`src/rtl/smb_pkg.sv`:
```
package smb_pkg;

    typedef enum logic [2:0] {
        ST_IDLE,
        ST_RX,
        ST_ACK,
        ST_TX,
        ST_MACK,
        ST_HOLD,
        ST_IGNORE
    } smb_state_e;

    // which byte of the frame is being received
    typedef enum logic [1:0] {
        PH_ADDR_W,
        PH_INDEX,
        PH_WDATA,
        PH_ADDR_R
    } smb_phase_e;

    typedef struct packed {
        logic scl_lvl;
        logic sda_lvl;
        logic scl_rise;
        logic scl_fall;
        logic start;
        logic stop;
    } bus_ev_t;

    localparam logic [6:0] GENERAL_CALL = 7'h00;

    function automatic logic addr_hit(input logic [7:0] rx,
                                      input logic [6:0] own,
                                      input logic       rw_bit);
        return (rx[7:1] == own) && (own != GENERAL_CALL) && (rx[0] == rw_bit);
    endfunction

endpackage

```
`src/rtl/smb_line_filter.sv`:
```
module smb_line_filter #(
    parameter int STAGES = 3
) (
    input  logic clk,
    input  logic rst,
    input  logic raw,
    output logic clean
);
    logic [1:0]        sync_q;
    logic [STAGES-1:0] hist_q;

    always_ff @(posedge clk) begin
        if (rst) begin
            sync_q <= '1;
            hist_q <= '1;
            clean  <= 1'b1;
        end else begin
            sync_q <= {sync_q[0], raw};
            hist_q <= {hist_q[STAGES-2:0], sync_q[1]};
            if (&hist_q)
                clean <= 1'b1;
            else if (~|hist_q)
                clean <= 1'b0;
        end
    end
endmodule

```
`src/rtl/smb_bus_events.sv`:
```
module smb_bus_events
    import smb_pkg::*;
(
    input  logic    clk,
    input  logic    rst,
    input  logic    scl_c,
    input  logic    sda_c,
    output bus_ev_t ev
);
    logic scl_q;
    logic sda_q;

    always_ff @(posedge clk) begin
        if (rst) begin
            scl_q <= 1'b1;
            sda_q <= 1'b1;
        end else begin
            scl_q <= scl_c;
            sda_q <= sda_c;
        end
    end

    always_comb begin
        ev.scl_lvl  = scl_c;
        ev.sda_lvl  = sda_c;
        ev.scl_rise = scl_c & ~scl_q;
        ev.scl_fall = ~scl_c & scl_q;
        ev.start    = scl_c & scl_q & sda_q & ~sda_c;
        ev.stop     = scl_c & scl_q & ~sda_q & sda_c;
    end
endmodule

```
`src/rtl/smb_regfile.sv`:
```
module smb_regfile #(
    parameter int REGS = 16,
    parameter int DW   = 8,
    parameter int IW   = 8
) (
    input  logic          clk,
    input  logic          rst,
    input  logic          wr_en,
    input  logic [IW-1:0] wr_idx,
    input  logic [DW-1:0] wr_data,
    input  logic [IW-1:0] rd_idx,
    output logic [DW-1:0] rd_data
);
    localparam logic [IW:0] LIMIT = (IW+1)'(REGS);

    logic [REGS*DW-1:0] flat;

    for (genvar g = 0; g < REGS; g++) begin : g_cell
        logic [DW-1:0] cell_q;
        always_ff @(posedge clk) begin
            if (rst)
                cell_q <= '0;
            else if (wr_en && (wr_idx == IW'(g)))
                cell_q <= wr_data;
        end
        assign flat[g*DW +: DW] = cell_q;
    end

    logic rd_in_range;
    assign rd_in_range = ({1'b0, rd_idx} < LIMIT);

    always_comb begin
        rd_data = '0;
        for (int k = 0; k < REGS; k++) begin
            if (rd_in_range && (rd_idx == IW'(k)))
                rd_data = flat[k*DW +: DW];
        end
    end
endmodule

```
`src/rtl/smb_proto_fsm.sv`:
```
module smb_proto_fsm
    import smb_pkg::*;
#(
    parameter int TO_CYCLES = 2_500_000
) (
    input  logic       clk,
    input  logic       rst,
    input  bus_ev_t    ev,
    input  logic [6:0] own_addr,
    input  logic [7:0] rd_data,
    output logic [7:0] idx,
    output logic [7:0] wr_data,
    output logic       wr_en,
    output logic       sda_oe,
    output logic       timeout,
    output logic       idle
);
    localparam int          TW     = $clog2(TO_CYCLES + 1);
    localparam logic [TW-1:0] TO_LIM = TW'(TO_CYCLES);

    smb_state_e state_q;
    smb_phase_e phase_q;
    logic [3:0] bitcnt_q;
    logic [7:0] shift_q;
    logic [7:0] idx_q;
    logic [7:0] data_q;
    logic       pend_q;
    logic [TW-1:0] tmo_q;

    // clock-low watchdog, only while a transfer is active
    always_ff @(posedge clk) begin
        if (rst || (state_q == ST_IDLE) || ev.scl_lvl)
            tmo_q <= '0;
        else if (tmo_q != TO_LIM)
            tmo_q <= tmo_q + 1'b1;
    end

    assign timeout = (tmo_q == TO_LIM) && (state_q != ST_IDLE);
    assign wr_en   = ev.stop && (state_q == ST_HOLD) && pend_q;
    assign idle    = (state_q == ST_IDLE);
    assign idx     = idx_q;
    assign wr_data = data_q;
    assign sda_oe  = (state_q == ST_ACK) || ((state_q == ST_TX) && !shift_q[7]);

    always_ff @(posedge clk) begin
        if (rst) begin
            state_q  <= ST_IDLE;
            phase_q  <= PH_ADDR_W;
            bitcnt_q <= '0;
            shift_q  <= '0;
            idx_q    <= '0;
            data_q   <= '0;
            pend_q   <= 1'b0;
        end else if (timeout || ev.stop) begin
            state_q <= ST_IDLE;
            pend_q  <= 1'b0;
        end else if (ev.start) begin
            state_q  <= ST_RX;
            bitcnt_q <= '0;
            pend_q   <= 1'b0;
            // repeated START is legal only between index and data bytes
            if ((state_q == ST_RX) && (phase_q == PH_WDATA))
                phase_q <= PH_ADDR_R;
            else
                phase_q <= PH_ADDR_W;
        end else begin
            unique case (state_q)
                ST_RX: begin
                    if (ev.scl_rise) begin
                        shift_q  <= {shift_q[6:0], ev.sda_lvl};
                        bitcnt_q <= bitcnt_q + 4'd1;
                    end else if (ev.scl_fall && (bitcnt_q == 4'd8)) begin
                        bitcnt_q <= '0;
                        unique case (phase_q)
                            PH_ADDR_W: state_q <= addr_hit(shift_q, own_addr, 1'b0) ? ST_ACK : ST_IGNORE;
                            PH_INDEX: begin
                                idx_q   <= shift_q;
                                state_q <= ST_ACK;
                            end
                            PH_WDATA: begin
                                data_q  <= shift_q;
                                pend_q  <= 1'b1;
                                state_q <= ST_ACK;
                            end
                            PH_ADDR_R: state_q <= addr_hit(shift_q, own_addr, 1'b1) ? ST_ACK : ST_IGNORE;
                            default: state_q <= ST_IGNORE;
                        endcase
                    end
                end
                ST_ACK: begin
                    if (ev.scl_fall) begin
                        bitcnt_q <= '0;
                        unique case (phase_q)
                            PH_ADDR_W: begin
                                phase_q <= PH_INDEX;
                                state_q <= ST_RX;
                            end
                            PH_INDEX: begin
                                phase_q <= PH_WDATA;
                                state_q <= ST_RX;
                            end
                            PH_WDATA: state_q <= ST_HOLD;
                            PH_ADDR_R: begin
                                shift_q <= rd_data;
                                state_q <= ST_TX;
                            end
                            default: state_q <= ST_IGNORE;
                        endcase
                    end
                end
                ST_TX: begin
                    if (ev.scl_fall) begin
                        if (bitcnt_q == 4'd7) begin
                            state_q <= ST_MACK;
                        end else begin
                            shift_q  <= {shift_q[6:0], 1'b0};
                            bitcnt_q <= bitcnt_q + 4'd1;
                        end
                    end
                end
                ST_MACK: begin
                    if (ev.scl_fall)
                        state_q <= ST_HOLD;
                end
                ST_HOLD: begin
                    // any further clock pulse means more bytes: malformed
                    if (ev.scl_fall) begin
                        state_q <= ST_IGNORE;
                        pend_q  <= 1'b0;
                    end
                end
                default: ;
            endcase
        end
    end
endmodule

```
`src/rtl/smb_byte_slave.sv`:
```
module smb_byte_slave
    import smb_pkg::*;
#(
    parameter int DEV_REGS       = 16,
    parameter int FILT_STAGES    = 3,
    parameter int TIMEOUT_CYCLES = 2_500_000
) (
    input  logic       clk,
    input  logic       rst,
    input  logic       scl_in,
    input  logic       sda_in,
    input  logic [6:0] dev_addr,
    output logic       sda_oe
);
    localparam int LINES = 2;

    logic [LINES-1:0] raw_lines;
    logic [LINES-1:0] clean_lines;

    assign raw_lines = {scl_in, sda_in};

    for (genvar i = 0; i < LINES; i++) begin : g_filt
        smb_line_filter #(.STAGES(FILT_STAGES)) u_filt (
            .clk   (clk),
            .rst   (rst),
            .raw   (raw_lines[i]),
            .clean (clean_lines[i])
        );
    end

    bus_ev_t ev;

    smb_bus_events u_events (
        .clk   (clk),
        .rst   (rst),
        .scl_c (clean_lines[1]),
        .sda_c (clean_lines[0]),
        .ev    (ev)
    );

    logic [7:0] idx;
    logic [7:0] wr_data;
    logic [7:0] rd_data;
    logic       wr_en;
    logic       tmo_ev;
    logic       fsm_idle;

    smb_proto_fsm #(.TO_CYCLES(TIMEOUT_CYCLES)) u_fsm (
        .clk      (clk),
        .rst      (rst),
        .ev       (ev),
        .own_addr (dev_addr),
        .rd_data  (rd_data),
        .idx      (idx),
        .wr_data  (wr_data),
        .wr_en    (wr_en),
        .sda_oe   (sda_oe),
        .timeout  (tmo_ev),
        .idle     (fsm_idle)
    );

    smb_regfile #(.REGS(DEV_REGS), .DW(8), .IW(8)) u_regs (
        .clk     (clk),
        .rst     (rst),
        .wr_en   (wr_en),
        .wr_idx  (idx),
        .wr_data (wr_data),
        .rd_idx  (idx),
        .rd_data (rd_data)
    );

    logic scl_lvl;
    logic stop_ev;
    assign scl_lvl = ev.scl_lvl;
    assign stop_ev = ev.stop;
endmodule

```
`config.mk`:
```
export PLATFORM = sky130hd
export DESIGN_NAME = smb_byte_slave
export DESIGN_NICKNAME = d
export VERILOG_FILES = /design/src/rtl/smb_pkg.sv /design/src/rtl/smb_line_filter.sv /design/src/rtl/smb_bus_events.sv /design/src/rtl/smb_regfile.sv /design/src/rtl/smb_proto_fsm.sv /design/src/rtl/smb_byte_slave.sv
export SDC_FILE = /design/constraint.sdc
export NUM_CORES = 1
export LEC_CHECK = 0
export BUFFER_PORTS_ARGS = -buffer_cell sky130_fd_sc_hd__buf_2
export CAP_MARGIN = 20
export CORE_MARGIN = 1
export CORE_UTILIZATION = 68
export DETAILED_ROUTE_END_ITERATION = 7
export PLACE_DENSITY = 0.95
export SYNTH_ARGS = -nofsm -noshare
export SYNTH_HDL_FRONTEND = slang
export SYNTH_SLANG_ARGS = --single-unit
```
`constraint.sdc`:
```
create_clock -name clk -period 5.3 [get_ports clk]
set_clock_uncertainty 0.2 [all_clocks]
set_input_delay 0.53 -clock clk [delete_from_list [all_inputs] [get_ports clk]]
set_output_delay 0.53 -clock clk [all_outputs]
set_load 0.1 [all_outputs]
```
Word level (Yosys, flattened, before mapping)
Cells that the tools add are included.
W data, S select, Z words.
{"block": "totals", "register_bits": 198, "in_bits": 11, "wordCells": 228}
{"block": "classes", "n_addsub": 2, "order_cmp": 1, "n_eq_ne": 48, "n_mux": 52, "n_bitwise": 15, "n_reduce_logical": 77}
{"cell": "$mux W8", "count": 21}
{"cell": "$eq A8 B4 Y1 const B", "count": 8}
{"cell": "$logic_and A1 B1 Y1", "count": 41}
{"cell": "$eq A8 B3 Y1 const B", "count": 4}
{"cell": "$mux W3", "count": 9}
{"cell": "$mux W4", "count": 6}
{"cell": "$pmux W8 S3", "count": 1}
{"cell": "$reduce_and A8 Y1", "count": 3}
{"cell": "$add A22 B1 Y22 const B", "count": 1}
{"cell": "$eq A22 B22 Y1 const B", "count": 1}
{"cell": "$ne A22 B22 Y1 const B", "count": 1}
{"cell": "$pmux W3 S3", "count": 2}
{"cell": "$reduce_and A6 Y1", "count": 3}
{"cell": "$eq A8 B2 Y1 const B", "count": 2}
{"cell": "$pmux W3 S5", "count": 1}
{"cell": "$ne A2 B2 Y1 const B", "count": 7}
{"cell": "$ne A3 B2 Y1 const B", "count": 4}
{"cell": "$ne A3 B3 Y1 const B", "count": 4}
{"cell": "$pmux W4 S3", "count": 1}
{"cell": "$reduce_or A2 Y1", "count": 5}
{"cell": "$reduce_bool A3 Y1", "count": 3}
{"cell": "$reduce_or A3 Y1", "count": 3}
{"cell": "$eq A8 B1 Y1 const B", "count": 1}
{"cell": "$logic_not A8 Y1", "count": 1}
{"cell": "other kinds (30)", "count": 62}

Depth between registers and ports, before layout
{"block": "logic_depth", "word_depth": 21, "mapped_depth": 10, "depth_no_buf": 9}

Modules after synthesis
Synthesis repeated with hierarchy kept, for this count alone.
{"block": "unflattened", "cells_unflattened": 1126, "hier_area_um2": 9635.5}
{"mod": "smb_regfile", "instances": 1, "cells_per_inst": 742, "area_per_inst_um2": 6140.9, "seq_area_each_um2": 2562.5}
{"mod": "smb_proto_fsm", "instances": 1, "cells_per_inst": 344, "area_per_inst_um2": 3054.2, "seq_area_each_um2": 1121.1}
{"mod": "smb_line_filter", "instances": 2, "cells_per_inst": 15, "area_per_inst_um2": 170.2, "seq_area_each_um2": 120.1}
{"mod": "smb_bus_events", "instances": 1, "cells_per_inst": 10, "area_per_inst_um2": 100.1, "seq_area_each_um2": 40.0}

Worst setup path before layout
No wires, ideal clock.
{"block": "synth_path", "path_kind": "flip-flop to output port", "start": "reg u_fsm.state_q[2]", "end": "out sda_oe", "arrival_time_ps": 2131, "required_ps": 4570, "setup_slack_ps": 2439, "stages_incl_launch_ff": 5, "path_cell_list": "dfxtp_1 -> clkbuf_1 -> inv_1 -> nand2_1 -> a21oi_1"}
{"block": "synth_between", "elab_chain_len": 3, "elab_cells_between_ends": 4, "cone_classes": "eq/ne: 2; reduce/logical: 2"}
{"item": "start, declared", "line_no": "smb_proto_fsm.sv:21", "text": "smb_state_e state_q;"}
{"item": "start signal, assigned", "line_no": "smb_proto_fsm.sv:75", "text": "PH_ADDR_W: state_q <= addr_hit(shift_q, own_addr, 1'b0) ? ST_ACK : ST_IGNORE;"}
{"item": "start signal, assigned", "line_no": "smb_proto_fsm.sv:85", "text": "PH_ADDR_R: state_q <= addr_hit(shift_q, own_addr, 1'b1) ? ST_ACK : ST_IGNORE;"}
{"item": "$eq A3 B2 Y1", "line_no": "smb_proto_fsm.sv:43", "text": "assign sda_oe = (state_q == ST_ACK) || ((state_q == ST_TX) && !shift_q[7]);"}
{"item": "$logic_and A1 B1 Y1", "line_no": "smb_proto_fsm.sv:43"}
{"item": "$logic_or A1 B1 Y1 (*)", "line_no": "smb_proto_fsm.sv:43"}
{"item": "end, declared", "line_no": "smb_byte_slave.sv:13", "text": "output logic sda_oe"}
Every way passes the cells marked *; elsewhere a longest branch is shown, timed or not.

Worst setup path in the final report
{"block": "layout_path", "start": "reg u_fsm.idx_q[1], in the netlist u_fsm.idx[1]", "end": "reg u_fsm.shift_q[6]"}
{"block": "layout_between", "elab_chain_len": 21, "elab_cells_between_ends": 52, "cone_classes": "order compare: 1; eq/ne: 15; mux: 19; reduce/logical: 17"}
{"item": "start, declared", "line_no": "smb_proto_fsm.sv:25", "text": "logic [7:0] idx_q;"}
{"item": "start signal, assigned", "line_no": "smb_proto_fsm.sv:77", "text": "idx_q <= shift_q;"}
{"item": "$lt A8 B5 Y1 / $logic_not A8 Y1 (equally long branches)", "line_no": "smb_regfile.sv:30, smb_regfile.sv:35"}
{"item": "$logic_and A1 B1 Y1", "line_no": "smb_regfile.sv:35", "text": "if (rd_in_range && (rd_idx == IW'(k)))"}
{"item": "$mux W8 (15 in series)", "line_no": "smb_regfile.sv:35"}
{"item": "$mux W8 (*)", "line_no": "smb_regfile.sv:35"}
{"item": "$mux W8 (*)", "line_no": "smb_proto_fsm.sv:93", "text": "unique case (phase_q)"}
{"item": "$mux W8 (*)", "line_no": "smb_proto_fsm.sv:91", "text": "if (ev.scl_fall) begin"}
{"item": "$pmux W8 S3 (*)", "line_no": "smb_proto_fsm.sv:67", "text": "unique case (state_q)"}
{"item": "end signal, assigned", "line_no": "smb_proto_fsm.sv:70", "text": "shift_q <= {shift_q[6:0], ev.sda_lvl};"}
{"item": "end signal, assigned", "line_no": "smb_proto_fsm.sv:104", "text": "shift_q <= rd_data;"}
{"item": "end signal, assigned", "line_no": "smb_proto_fsm.sv:116", "text": "shift_q <= {shift_q[6:0], 1'b0};"}
{"item": "end, declared", "line_no": "smb_proto_fsm.sv:24", "text": "logic [7:0] shift_q;"}
Every way passes the cells marked *; elsewhere a longest branch is shown, timed or not. The select of a mux whose other input is x is not followed.
A chain may end at the register's enable or synchronous reset.

==> metrics.md <==
| Metric | Value |
|---|---|
| Outcome | `finished clean` |
| TritonCTS clock tree | `yes` |
| DR vias/cell | `6.65` |
| Via count | `8369` |
| Routed wire length per instance | `20.2 um` |
| Grt ovf | `0` |
| # fillers | `883` |
| Endpoints failing setup | `0` |
| Sum of negative setup slack | `0 ns` |
| Setup Crit Path Kind | `flop to flop` |
| End-of-flow core utilization | `0.758` |
| Ports placed on the boundary | `12` |
| Worst slack, placed | `2.06 ns` |
| Areal power density over the cells | `292 nW/um^2` |
| Level count of the clock H-tree | `4` |
| Die Y-Extent | `118 um` |
| Average instance area after synthesis | `8.18 um^2` |
| Post-synthesis instance area | `9100 um^2` |
| Proportion of synthesized flip-flops having asynchronous set or reset | `0` |
| Post-CTS Hold Buffers | `0` |
| Least-Margin Pin Slew | `1.04 ns` |
| Post-detailed-placement cell area | `approximately 9100 um^2` |
| Clock network fraction of design power | `0.464` |
| Standard-cell rows | `41` |
| Largest net degree at the start of global routing | `97` |
| Path category of the worst min-delay check | `input port to flop` |
| Mapped Nets | `~1100` |
| Max IR drop VDD | `0.000358 V` |
| Number of warnings reported in the yosys synthesis log | `0` |
| LEAKAGE | `3.21 nW` |
| Slowest Stage Delay on Critical Path | `0.90 ns` |
| Layout Cell Area excl Fill | `9720 um^2` |
| Area inside the core boundary | `12800 um^2` |
| Crit path launch type | `flop` |
| Critical Path RT | `5.45 ns` |
| Effective utilization at floorplan | `0.710` |
| Clock transition at the register clock pins on the worst setup and hold paths after CTS | `0.07 ns` |
| Fin. max-slew vios | `0` |
| Worst Slack Setup Final | `1.92 ns` |
| First-pass GRT wire length | `40.7 mm` |
| Cell with the largest stage delay on the worst path | `sky130_fd_sc_hd__dfxtp_1` |
| Commonest non-fill, non-tap cells in the layout | `sky130_fd_sc_hd__dfxtp_1, sky130_fd_sc_hd__nand2_1, sky130_fd_sc_hd__a21oi_1` |
| Post-synth EDFFs | `0` |
| Unique masters post-synth | `69` |
| Final ANT Viol Nets | `0` |
| Logic pwr share | `0.011` |
| Resized cells post-CTS | `0` |
| Total CTS buffers | `17` |
| Total routed wirelength | `25.4 mm` |
| Max-capacitance violation count | `0` |
| Synthesis-stage register bit count | `198` |
| Buffer type at the clock tree root | `sky130_fd_sc_hd__clkbuf_16` |
| Vias in the first global route | `7780` |
| Headroom to the max-slew limit | `0.304` |
| Cell count after synthesis | `1113` |
| Switching part of the total | `0.216` |
| Share of the cycle needed by the critical path after routing | `0.638` |
| Critical-path cell list | `or4b_4 -> nor3_4 -> nand2_1 -> a21oi_1 -> a21oi_1 -> a211o_1 -> a311oi_1` |
| Antenna Cells | `0` |
| CTS sink count | `198` |
| Cell with the most instances on the worst path | `sky130_fd_sc_hd__a21oi_1` |
| Number of setup buffers added after CTS | `0` |
| Overall die area | `13900 um^2` |
| Net total in the final layout | `1089` |
| Sequential area share after synthesis | `0.435` |
| Power dissipated by switching net loads | `0.612 mW` |
| Share of cells above drive strength 1 | `0.0883` |
| Power share of the sequential group | `0.526` |
| Main flop type after synthesis | `sky130_fd_sc_hd__dfxtp_1` |
| Max Clock Freq | `296 MHz` |
| Number of hold violations in the final report | `0` |
| Max clock buf depth | `2` |
| Largest fanout on the critical path | `20` |
| Internal power consumption | `between 2 and 2.5 mW` |
| RSZ-0062 raised after global routing | `false` |
| Post-detailed-placement half-perimeter wirelength | `16.4 mm` |
| Clock insertion delay at the later pin of the skew report | `0.44 ns` |
| Horiz. Die Dim | `around 120 um` |
| Iteration count of the initial detailed-routing pass | `7` |
| Routability-driven placement congestion ratio | `0.991` |
| Nature of the critical path endpoint | `flop` |
| Global-route usage over all layers | `0.371` |
| Antenna violations before repair | `0` |
| Data arrival time of the worst path | `roughly 3.5 ns` |
| Area added between synthesis and finish | `6.80%` |
| Most common library cell in the layout ignoring fill and taps | `sky130_fd_sc_hd__dfxtp_1` |
| Minimum clock period after layout | `3.38 ns` |
| Port bufs | `11` |
| Drc violations | `0` |
| Iteration-0 DRC count of the detailed router | `1135` |
## stage by stage
step	power, mW	hold WS [ns]	cells
3_5_place_dp	1.55	0.199	1227
2_1_floorplan	1.55	0.189	1113
5_1_grt	2.90	0.0658	1259
3_3_place_gp	1.55	0.191	1227
6_report	2.83	0.0752	1259
4_1_cts	2.83	0.0646	1259
## Yosys cell counts (14+ instances only)
cell type / count / area share
sky130_fd_sc_hd__a21oi_1: 121 / 0.067
sky130_fd_sc_hd__and3_1: 14 / 0.0096
sky130_fd_sc_hd__clkbuf_1: 63 / 0.026
sky130_fd_sc_hd__dfxtp_1: 198 / 0.44
sky130_fd_sc_hd__mux2i_1: 62 / 0.068
sky130_fd_sc_hd__nand2_1: 191 / 0.079
sky130_fd_sc_hd__nand3_1: 33 / 0.018
sky130_fd_sc_hd__nor2_1: 119 / 0.049
sky130_fd_sc_hd__nor3_1: 16 / 0.0088
sky130_fd_sc_hd__o21ai_0: 52 / 0.029
sky130_fd_sc_hd__or2_2: 15 / 0.010
sky130_fd_sc_hd__xor2_1: 15 / 0.014
## layer usage
metal / global-route usage / vias up / wire length (um)
met1: 0.474 / 3895 / 9830
met4: 0.208 / 0 / 1540
li1: - / 3830 / -
met3: 0.0819 / 139 / 2420
met5: 0 / - / 0
met2: 0.582 / 505 / 11600
## path summary, 6_finish.rpt
path	start	end	slack [ns]	cells after the start
worst min register to register	g_filt[1].u_filt.sync_q[1]	g_filt[1].u_filt.hist_q[0]	0.22	1
worst max-delay path	u_fsm.idx[1]	u_fsm.shift_q[6]	1.92	7
worst min-delay path	scl_in	g_filt[1].u_filt.sync_q[0]	0.08	2
worst max register to register	u_fsm.idx[1]	u_fsm.shift_q[6]	1.92	7
## sequential cells by signal (all words and copies together) (netlist names)
signal and cells:
u_fsm.tmo_q 22, u_events.scl_q 1, u_fsm.phase_q 2, u_fsm.bitcnt_q 4, g_filt.u_filt.sync_q 4, u_regs.g_cell.cell_q 128, u_fsm.state_q 3, u_fsm.idx 8
u_fsm.shift_q 8, u_events.sda_q 1, g_filt.u_filt.clean 2, g_filt.u_filt.hist_q 6, u_fsm.wr_data 8, u_fsm.pend_q 1
## cell families after synthesis
group           Yosys count  share of synthesized area
simple gates            467                      0.244
buf+inv                  87                     0.0382
compound gates          263                      0.175
xor+xnor                 24                     0.0231
mux                      70                     0.0781
flops                   198                      0.435
fa+ha+maj                 4                    0.00550
## critical path, delay by kind of cell (launching register included)
kind / cells / cell delay, ns
AO/OA/AOI/OAI: 4 / 0.79
flip-flops: 1 / 0.90
AND/OR/NAND/NOR: 3 / 1.39
## power by group through the flow
stage               logic, mW  clock network (mW)  registers (mW)
global placement       0.0297                   0            1.52
detailed placement     0.0299                   0            1.52
CTS                    0.0302                1.31            1.49
global route           0.0336                1.38            1.49
floorplan              0.0216                   0            1.52
finish                 0.0309                1.31            1.49
## final cells by class
class,instances,area [um^2],area share
Inverter,13,48.8,0.00502
Timing Repair Buffer,16,95.1,0.00978
Sequential cell,198,3960,0.408
Clock buffer,19,453,0.0466
Multi-Input combinational cell,828,4800,0.494
Tap cell,172,215,0.0221
Clock inverter,13,145,0.0149
No activity file was read; power rests on OpenSTA's default activity.
